`config.mk`:
```
export PLATFORM = sky130hd
export DESIGN_NAME = cmdlist_ptr_ctrl
export DESIGN_NICKNAME = d
export VERILOG_FILES = /design/src/rtl/cmdlist_pkg.sv /design/src/rtl/cmdlist_counter.sv /design/src/rtl/cmdlist_ptr_regs.sv /design/src/rtl/cmdlist_status_ctrl.sv /design/src/rtl/cmdlist_ptr_ctrl.sv
export SDC_FILE = /design/constraint.sdc
export NUM_CORES = 1
export LEC_CHECK = 0
export CORE_MARGIN = 3
export CORE_UTILIZATION = 48
export CTS_CLUSTER_DIAMETER = 40
export DETAILED_ROUTE_END_ITERATION = 10
export PLACE_DENSITY_LB_ADDON = 0.3
export SLEW_MARGIN = 20
export SYNTH_ARGS = -nofsm -noshare
export SYNTH_HDL_FRONTEND = slang
export SYNTH_SLANG_ARGS = --single-unit
```
`constraint.sdc`:
```
create_clock -name clk_i -period 2.6 [get_ports clk_i]
set_input_delay 0.65 -clock clk_i [delete_from_list [all_inputs] [get_ports clk_i]]
set_output_delay 0.65 -clock clk_i [all_outputs]
set_load 0.1 [all_outputs]
```
`src/rtl/cmdlist_pkg.sv`:
```
package cmdlist_pkg;
  typedef enum logic [1:0] {
    SEL_START  = 2'd0,
    SEL_END    = 2'd1,
    SEL_STATUS = 2'd2
  } wr_sel_e;

  localparam int ST_XBUS    = 0;
  localparam int ST_FREEZE  = 1;
  localparam int ST_FLUSH   = 2;
  localparam int ST_TMEM    = 4;
  localparam int ST_PIPE    = 5;
  localparam int ST_CMD     = 6;
  localparam int ST_SVALID  = 10;
  localparam int ST_W       = 11;

  localparam int CMD_W      = 10;
  localparam int NUM_BUSY   = 3;
  localparam int CLR_BUSY0  = 6;
  localparam int CLR_CLOCK  = 9;
endpackage

```
`src/rtl/cmdlist_counter.sv`:
```
module cmdlist_counter #(
  parameter int CNT_W = 24
) (
  input  logic             clk_i,
  input  logic             rst_ni,
  input  logic             inc_i,
  input  logic             clr_i,
  output logic [CNT_W-1:0] cnt_o
);
  logic [CNT_W-1:0] cnt_q, cnt_d;
  logic             cnt_en;

  always_comb begin
    cnt_en = inc_i | clr_i;
    cnt_d  = clr_i ? '0 : cnt_q + 1'b1;
  end

  always_ff @(posedge clk_i or negedge rst_ni) begin
    if (!rst_ni)     cnt_q <= '0;
    else if (cnt_en) cnt_q <= cnt_d;
  end

  assign cnt_o = cnt_q;

  assert_clear_R9: assert property (@(posedge clk_i) disable iff (!rst_ni)
    clr_i |=> (cnt_o == '0));
  assert_hold_R10: assert property (@(posedge clk_i) disable iff (!rst_ni)
    (!inc_i && !clr_i) |=> $stable(cnt_o));
endmodule

```
`src/rtl/cmdlist_ptr_regs.sv`:
```
module cmdlist_ptr_regs #(
  parameter int ADDR_W = 24,
  parameter int ALIGN  = 3
) (
  input  logic              clk_i,
  input  logic              rst_ni,
  input  logic              start_wr_i,
  input  logic              end_wr_i,
  input  logic [ADDR_W-1:0] wdata_i,
  output logic [ADDR_W-1:0] start_o,
  output logic [ADDR_W-1:0] end_o,
  output logic [ADDR_W-1:0] cur_o,
  output logic              start_valid_o,
  output logic              ready_o
);
  logic [ADDR_W-1:0] addr_m;
  logic [ADDR_W-1:0] start_q, end_q, cur_q;
  logic              sv_q, sv_d, rdy_q;
  logic              start_en, cur_en;

  always_comb begin
    addr_m   = {wdata_i[ADDR_W-1:ALIGN], {ALIGN{1'b0}}};
    start_en = start_wr_i & ~sv_q;
    cur_en   = end_wr_i & sv_q;
    sv_d     = sv_q;
    if (start_wr_i)    sv_d = 1'b1;
    else if (end_wr_i) sv_d = 1'b0;
  end

  always_ff @(posedge clk_i or negedge rst_ni) begin
    if (!rst_ni) begin
      start_q <= '0;
      end_q   <= '0;
      cur_q   <= '0;
      sv_q    <= 1'b0;
      rdy_q   <= 1'b0;
    end else begin
      if (start_en) start_q <= addr_m;
      if (end_wr_i) end_q   <= addr_m;
      if (cur_en)   cur_q   <= start_q;
      sv_q  <= sv_d;
      rdy_q <= end_wr_i;
    end
  end

  assign start_o       = start_q;
  assign end_o         = end_q;
  assign cur_o         = cur_q;
  assign start_valid_o = sv_q;
  assign ready_o       = rdy_q;

  assert_start_hold_R4: assert property (@(posedge clk_i) disable iff (!rst_ni)
    (start_wr_i && sv_q) |=> ($stable(start_q) && sv_q));
  assert_end_copy_R5: assert property (@(posedge clk_i) disable iff (!rst_ni)
    (end_wr_i && sv_q) |=> ((cur_q == $past(start_q)) && !sv_q));
  assert_start_load_R3: assert property (@(posedge clk_i) disable iff (!rst_ni)
    (start_wr_i && !sv_q) |=> sv_q);
endmodule

```
`src/rtl/cmdlist_status_ctrl.sv`:
```
module cmdlist_status_ctrl
  import cmdlist_pkg::*;
(
  input  logic                clk_i,
  input  logic                rst_ni,
  input  logic                wr_i,
  input  logic [CMD_W-1:0]    cmd_i,
  input  logic [NUM_BUSY-1:0] busy_i,
  output logic                xbus_o,
  output logic                freeze_o,
  output logic                flush_o,
  output logic [NUM_BUSY-1:0] busy_flag_o,
  output logic [NUM_BUSY-1:0] busy_clr_o,
  output logic                clk_clr_o
);
  logic [2:0]          flag_q, flag_d;
  logic [NUM_BUSY-1:0] bflag_q, bflag_d;

  always_comb begin
    for (int i = 0; i < 3; i++) begin
      flag_d[i] = flag_q[i];
      if (wr_i && cmd_i[2*i])        flag_d[i] = 1'b0;
      else if (wr_i && cmd_i[2*i+1]) flag_d[i] = 1'b1;
    end
    for (int b = 0; b < NUM_BUSY; b++) begin
      busy_clr_o[b] = wr_i & cmd_i[CLR_BUSY0+b];
      if (busy_clr_o[b])  bflag_d[b] = 1'b0;
      else if (busy_i[b]) bflag_d[b] = 1'b1;
      else                bflag_d[b] = bflag_q[b];
    end
    clk_clr_o = wr_i & cmd_i[CLR_CLOCK];
  end

  always_ff @(posedge clk_i or negedge rst_ni) begin
    if (!rst_ni) begin
      flag_q  <= '0;
      bflag_q <= '0;
    end else begin
      flag_q  <= flag_d;
      bflag_q <= bflag_d;
    end
  end

  assign xbus_o      = flag_q[0];
  assign freeze_o    = flag_q[1];
  assign flush_o     = flag_q[2];
  assign busy_flag_o = bflag_q;

  assert_clear_wins_R7: assert property (@(posedge clk_i) disable iff (!rst_ni)
    (wr_i && cmd_i[2] && cmd_i[3]) |=> !freeze_o);
  assert_busy_sticky_R8: assert property (@(posedge clk_i) disable iff (!rst_ni)
    (busy_i[0] && !busy_clr_o[0]) |=> busy_flag_o[0]);
endmodule

```
`src/rtl/cmdlist_ptr_ctrl.sv`:
```
module cmdlist_ptr_ctrl
  import cmdlist_pkg::*;
#(
  parameter int DATA_W = 32,
  parameter int ADDR_W = 24,
  parameter int ALIGN  = 3,
  parameter int CNT_W  = 24
) (
  input  logic              clk_i,
  input  logic              rst_ni,
  input  logic              wr_en_i,
  input  logic [1:0]        wr_sel_i,
  input  logic [DATA_W-1:0] wr_data_i,
  input  logic              tmem_busy_i,
  input  logic              pipe_busy_i,
  input  logic              cmd_busy_i,
  output logic [ADDR_W-1:0] start_ptr_o,
  output logic [ADDR_W-1:0] end_ptr_o,
  output logic [ADDR_W-1:0] cur_ptr_o,
  output logic [ST_W-1:0]   status_o,
  output logic [CNT_W-1:0]  tmem_cnt_o,
  output logic [CNT_W-1:0]  pipe_cnt_o,
  output logic [CNT_W-1:0]  cmd_cnt_o,
  output logic [CNT_W-1:0]  clk_cnt_o,
  output logic              list_ready_o
);
  logic                start_wr, end_wr, stat_wr;
  logic                xbus, freeze, flush, svalid, clk_clr;
  logic [NUM_BUSY-1:0] busy_in, busy_flag, busy_clr;
  logic [CNT_W-1:0]    busy_cnt [NUM_BUSY];
  logic                unused_hi;

  assign unused_hi = ^wr_data_i[DATA_W-1:ADDR_W];
  assign start_wr  = wr_en_i & (wr_sel_i == SEL_START);
  assign end_wr    = wr_en_i & (wr_sel_i == SEL_END);
  assign stat_wr   = wr_en_i & (wr_sel_i == SEL_STATUS);
  assign busy_in   = {cmd_busy_i, pipe_busy_i, tmem_busy_i};

  cmdlist_ptr_regs #(.ADDR_W(ADDR_W), .ALIGN(ALIGN)) u_ptr (
    .clk_i, .rst_ni,
    .start_wr_i(start_wr), .end_wr_i(end_wr), .wdata_i(wr_data_i[ADDR_W-1:0]),
    .start_o(start_ptr_o), .end_o(end_ptr_o), .cur_o(cur_ptr_o),
    .start_valid_o(svalid), .ready_o(list_ready_o)
  );

  cmdlist_status_ctrl u_stat (
    .clk_i, .rst_ni, .wr_i(stat_wr), .cmd_i(wr_data_i[CMD_W-1:0]),
    .busy_i(busy_in), .xbus_o(xbus), .freeze_o(freeze), .flush_o(flush),
    .busy_flag_o(busy_flag), .busy_clr_o(busy_clr), .clk_clr_o(clk_clr)
  );

  for (genvar g = 0; g < NUM_BUSY; g++) begin : g_busy_cnt
    cmdlist_counter #(.CNT_W(CNT_W)) u_cnt (
      .clk_i, .rst_ni, .inc_i(busy_in[g]), .clr_i(busy_clr[g]), .cnt_o(busy_cnt[g])
    );
  end

  cmdlist_counter #(.CNT_W(CNT_W)) u_clk_cnt (
    .clk_i, .rst_ni, .inc_i(~freeze), .clr_i(clk_clr), .cnt_o(clk_cnt_o)
  );

  assign tmem_cnt_o = busy_cnt[0];
  assign pipe_cnt_o = busy_cnt[1];
  assign cmd_cnt_o  = busy_cnt[2];

  always_comb begin
    status_o             = '0;
    status_o[ST_XBUS]    = xbus;
    status_o[ST_FREEZE]  = freeze;
    status_o[ST_FLUSH]   = flush;
    status_o[ST_TMEM]    = busy_flag[0];
    status_o[ST_PIPE]    = busy_flag[1];
    status_o[ST_CMD]     = busy_flag[2];
    status_o[ST_SVALID]  = svalid;
  end

  assert_ready_pulse_R6: assert property (@(posedge clk_i) disable iff (!rst_ni)
    (list_ready_o && !end_wr) |=> !list_ready_o);
  assert_reserved_zero_R11: assert property (@(posedge clk_i) disable iff (!rst_ni)
    (status_o[3] == 1'b0) && (status_o[9:7] == 3'b000));
endmodule

```
# --- Word level (Yosys, flattened, before mapping) ---
# Cells that the tools add are included.
totals:
  ff_bits: 167
  output_inout_bits: 180
  word_cells: 68
classes:
  add_sub_neg: 4
  eq_ne: 2
  muxes: 18
  bitwise: 15
  reduce_logical: 14
ops:
  columns: ["op", "n"]
  rows:
  - ["$add A24 B1 Y24 const B", 4]
  - ["$mux W24", 4]
  - ["$mux W1", 14]
  - ["$reduce_bool A2 Y1", 7]
  - ["$and A1 B1 Y1", 9]
  - ["$logic_and A1 B1 Y1", 6]
  - ["$or A1 B1 Y1", 4]
  - ["$eq A2 B1 Y1 const B", 1]
  - ["$eq A2 B2 Y1 const B", 1]
  - ["$logic_not A2 Y1", 1]
  - ["$not A1 Y1", 2]

# --- Logic depth before layout (Yosys ltp) ---
logic_depth:
  ltp_word: 5
  depth_mapped: 7
  ltp_nobuf: 5

# --- Cells and area by module ---
# A second synthesis with hierarchy kept.
hier_totals:
  cells_unflattened: 700
  hier_area_um2: 7866.3
modules_own_cells:
  columns: ["mod", "n_inst", "cells_each", "area_each_um2"]
  rows:
  - ["cmdlist_counter", 4, 129, 1238.7]
  - ["cmdlist_ptr_regs", 1, 148, 2558.7]
  - ["cmdlist_status_ctrl", 1, 23, 255.2]
  - ["cmdlist_ptr_ctrl", 1, 13, 97.6]

# --- Worst setup path after synthesis ---
# No wires, ideal clock.
synth_path:
  path_kind: "reg-to-reg"
  startpoint: "register g_busy_cnt[0].u_cnt.cnt_q[2]"
  endpoint: "register g_busy_cnt[0].u_cnt.cnt_q[23]"
  setup_ps: 78
  t_arrival_ps: 2641
  slack_ps: -119
  path_stages_with_launch: 6
  cell_sequence: "dfrtp_1 -> nand4_1 -> or4_1 -> clkbuf_1 -> or4_1 -> a21oi_1"
synth_via:
  elab_chain_cells: 2
synth_rtl:
  columns: ["element", "line", "source"]
  rows:
  - ["start, declared", "cmdlist_counter.sv:10", "logic [CNT_W-1:0] cnt_q, cnt_d;"]
  - ["start signal, assigned", "cmdlist_counter.sv:20", "else if (cnt_en) cnt_q <= cnt_d;"]
  - ["$add A24 B1 Y24", "cmdlist_counter.sv:15", "cnt_d = clr_i ? '0 : cnt_q + 1'b1;"]
  - ["$mux W24", "cmdlist_counter.sv:15", null]
# No other way between the ends.
# A chain may end at the register's enable or synchronous reset.

# --- Final worst setup path ---
layout_path:
  startpoint: "input pipe_busy_i"
  endpoint: "register g_busy_cnt[1].u_cnt.cnt_q[20]"
layout_via:
  elab_chain_cells: 1
layout_rtl:
  columns: ["element", "line", "source"]
  rows:
  - ["start, declared", "cmdlist_ptr_ctrl.sv:15", "input logic pipe_busy_i,"]
  - ["$or A1 B1 Y1", "cmdlist_counter.sv:14", "cnt_en = inc_i | clr_i;"]
  - ["end signal, assigned", "cmdlist_counter.sv:20", null]
  - ["end, declared", "cmdlist_counter.sv:10", null]
# No other way between the ends.

==> impl_results.md <==
* Status: complete, no violations
* Die area at 17700 sq um
* Synth Cell Area at 7730 sq um
* Dpl hpwl at 13.8 mm
* Clock transition at path regs at 0.06 ns
* Vias in the first global route at 6215
* Worst Clk Skew at 0.0110 ns
* Final setup viols at 0
* Total grt overflow at 0
* Num CTS Buffers at 17
* Library cells used by synthesis at 44
* EDFF count, synth at 0
* Vias per cell at 5.47
* Met1 Usage GRT at 0.305
* Port bufs at 198
* Unrepaired setup endpoints after global routing: false
* P&R area growth vs syn at 31.6%
* H-tree Lvls at 4
* Antenna violations before repair at 0
* Vias after detailed routing at 6435
* Power density over the cells at 1130 nW/um^2
* Critical Path, Cell by Cell: clkdlybuf4s50_1 > nand4_1 > or4_1 > or4_1 > a21oi_1
* MaxCap Viol Count at 0
* CTS root buf: clkbuf_16
* CP Capture Type: flop
* Mapped Cells at 750
* Reg2reg end: g_busy_cnt[1].u_cnt.cnt_o[20]
* Avg Synthesized Cell Area at 10.3 sq um
* Worst Path Max Fanout at 6
* Routability cong. at 0.809
* Worst EP arrival at 2.53 ns
* CTS tree: done
* Slew headroom at 0.663
* Worst Reg-to-Reg Cells at 4
* Final max-slew violation count at 0
* Starting Density at 0.499
* Area after DPL at 9590 sq um
* 1st-iter DRT viols at 340
* Tightest Hold Check Type: input pin to async pin
* # diodes at 0
* Ports at 220
* Worst VDD drop at 0.913 mV
* Routed Antenna Nets at 0
* Commonest non-fill, non-tap cells in the layout: buf_4, dfrtp_1, nand2_1, a21oi_1, nor2_1
* Seq cells post-synth at 167
* First-pass GRT wire length at 32.0 mm
* DRC viols at 0
* Crit path kind: input pin to flop
* Routed len/inst at 16.6 microns
* Drt first pass iters at 5
* Most used cell, CP: or4_1
* Seq/Total Area, Yosys at 0.541
* YS warnings at 0
* Commonest non-fill, non-tap cell in the layout: buf_4
* Core Rows at 45
* Slowest cell on the critical path: or4_1
* Final nets at 998
* CP startpoint kind: input pin
* Final hold viol count at 0
* Layout cells sized above 1 at 0.300
* Skew-Pair Late Insertion Delay at 0.42 ns
* R2R Setup Slk at 0.46 ns
* Ys async rst share at 1.00
* Met2 global-route usage at 0.340
* Leak at 0.00468 uW
* Largest stage delay, worst path at 0.59 ns
* Post-route cell area at 10200 sq um
* Worst hold margin at 0.160 ns
* Post-CTS setup buffer count at 0
* Die Span Y at 133 microns
* Largest net degree at the start of global routing at 47
* Fin crit share at 0.841
* Minimum clock period at 2.19 ns
* Tightest Pin Transition at 0.504 ns
* GR peak layer: met2
* Post-CTS sizing at 0
* Core area at 15500 sq um
* Main synth FF type: dfrtp_1
* Peak Freq at 0.457 GHz
* Clk buf depth at 2
* Hold-fix buffer count after cts at 0
* Overall routed net length at 19.5 mm
* CP required at 2.94 ns
* Routing usage on met3 at 0.0597
* Reg2Reg Launch Point: g_busy_cnt[1].u_cnt.cnt_o[6]
* Die Wd at 133 microns
* Clk sinks at 167
* GRT Total Usage at 0.222
[critical path, delay by kind of cell]
kind | cells | cell delay [ns]
compound gates | 1 | 0.15
buf+inv | 1 | 0.48
simple gates | 3 | 1.24
[power breakdown]
part / switching, uW / leakage, uW / internal [uW]
combinational: 4290 / 0.00225 / 1070
sequential: 494 / 0.00215 / 3090
clock: 1000 / 0.000276 / 1530
[how the worst max path moves through the flow]
stage | start | to | slack (ns)
after floorplan | g_busy_cnt[1].u_cnt.cnt_o[4] | g_busy_cnt[1].u_cnt.cnt_o[20] | 0.003
after global placement | pipe_busy_i | g_busy_cnt[1].u_cnt.cnt_o[20] | 0.04
after CTS | pipe_busy_i | g_busy_cnt[1].u_cnt.cnt_o[20] | 0.43
final | pipe_busy_i | g_busy_cnt[1].u_cnt.cnt_o[20] | 0.41
after global routing | g_busy_cnt[2].u_cnt.cnt_o[9] | g_busy_cnt[2].u_cnt.cnt_o[21] | 0.33
after detailed placement | pipe_busy_i | g_busy_cnt[1].u_cnt.cnt_o[20] | -0.01
[sequential cells by signal, summed over array words and instances, names as in the netlist]
signal,flops
u_clk_cnt.cnt_o,24
u_ptr.start_valid_o,1
u_stat.busy_flag_o,3
g_busy_cnt.u_cnt.cnt_o,72
u_ptr.end_o,21
u_ptr.cur_o,21
u_ptr.start_o,21
u_stat.flag_q,3
u_ptr.ready_o,1
[logic make-up (layout without fill, tap and decap cells)]
family          count (synthesis)  count (layout)  synth area share
mux                            49              49            0.0704
other cells                     1              13          0.000485
simple gates                  318             318             0.215
xor+xnor                       40              40            0.0453
flops                         167             167             0.541
compound gates                107             107            0.0795
fa+ha+maj                       4               4           0.00648
buf+inv                        64             268            0.0421
[Yosys cell counts, drive strengths merged (3+ instances only)]
| cell | number | area [sq um] |
|---|---|---|
| nor3 | 7 | 35.0 |
| and2 | 8 | 50.1 |
| nand2b | 3 | 18.8 |
| nand3 | 31 | 155 |
| or4 | 31 | 236 |
| and4 | 13 | 114 |
| xor2 | 22 | 193 |
| dfrtp | 167 | 4180 |
| or3 | 19 | 124 |
| mux2i | 6 | 60.1 |
| nand4 | 21 | 146 |
| mux2 | 43 | 484 |
| buf | 21 | 154 |
| ha | 4 | 50.1 |
| and3 | 7 | 43.8 |
| o31ai | 26 | 195 |
| inv | 11 | 41.3 |
| nand2 | 107 | 402 |
| xnor2 | 18 | 158 |
| nor4 | 7 | 43.8 |
| o21ai | 23 | 115 |
| clkbuf | 32 | 130 |
| nor2 | 52 | 195 |
| a21oi | 54 | 270 |
[final cells by class]
class,instances,area (sq um)
clock inverter,9,128
multi-input combinational,531,3270
fill,1241,5310
tap,211,264
sequential,167,4200
clock buffer,22,454
timing repair buffer,226,1810
inverter,11,41.3
[stage by stage]
stage | power [uW] | TNS (ns) | setup WS, ns | cells | utilization
6_report | 11500 | 0 | 0.412 | 1177 | 0.657
4_1_cts | 11500 | 0 | 0.428 | 1177 | 0.657
3_5_place_dp | 9010 | -0.0143 | -0.0143 | 1146 | 0.619
2_1_floorplan | 7800 | 0 | 0.00255 | 762 | -
3_3_place_gp | 8930 | 0 | 0.0420 | 1146 | 0.619
5_1_grt | 11900 | 0 | 0.328 | 1177 | 0.657
[layer usage]
metal	part of all wire	vias up	routed length [microns]
li1	-	3041	-
met1	0.44	3161	8640
met2	0.47	207	9110
met3	0.070	26	1360
met4	0.021	0	405
met5	0	-	0
Note: power is estimated with default switching activity, not from simulation.
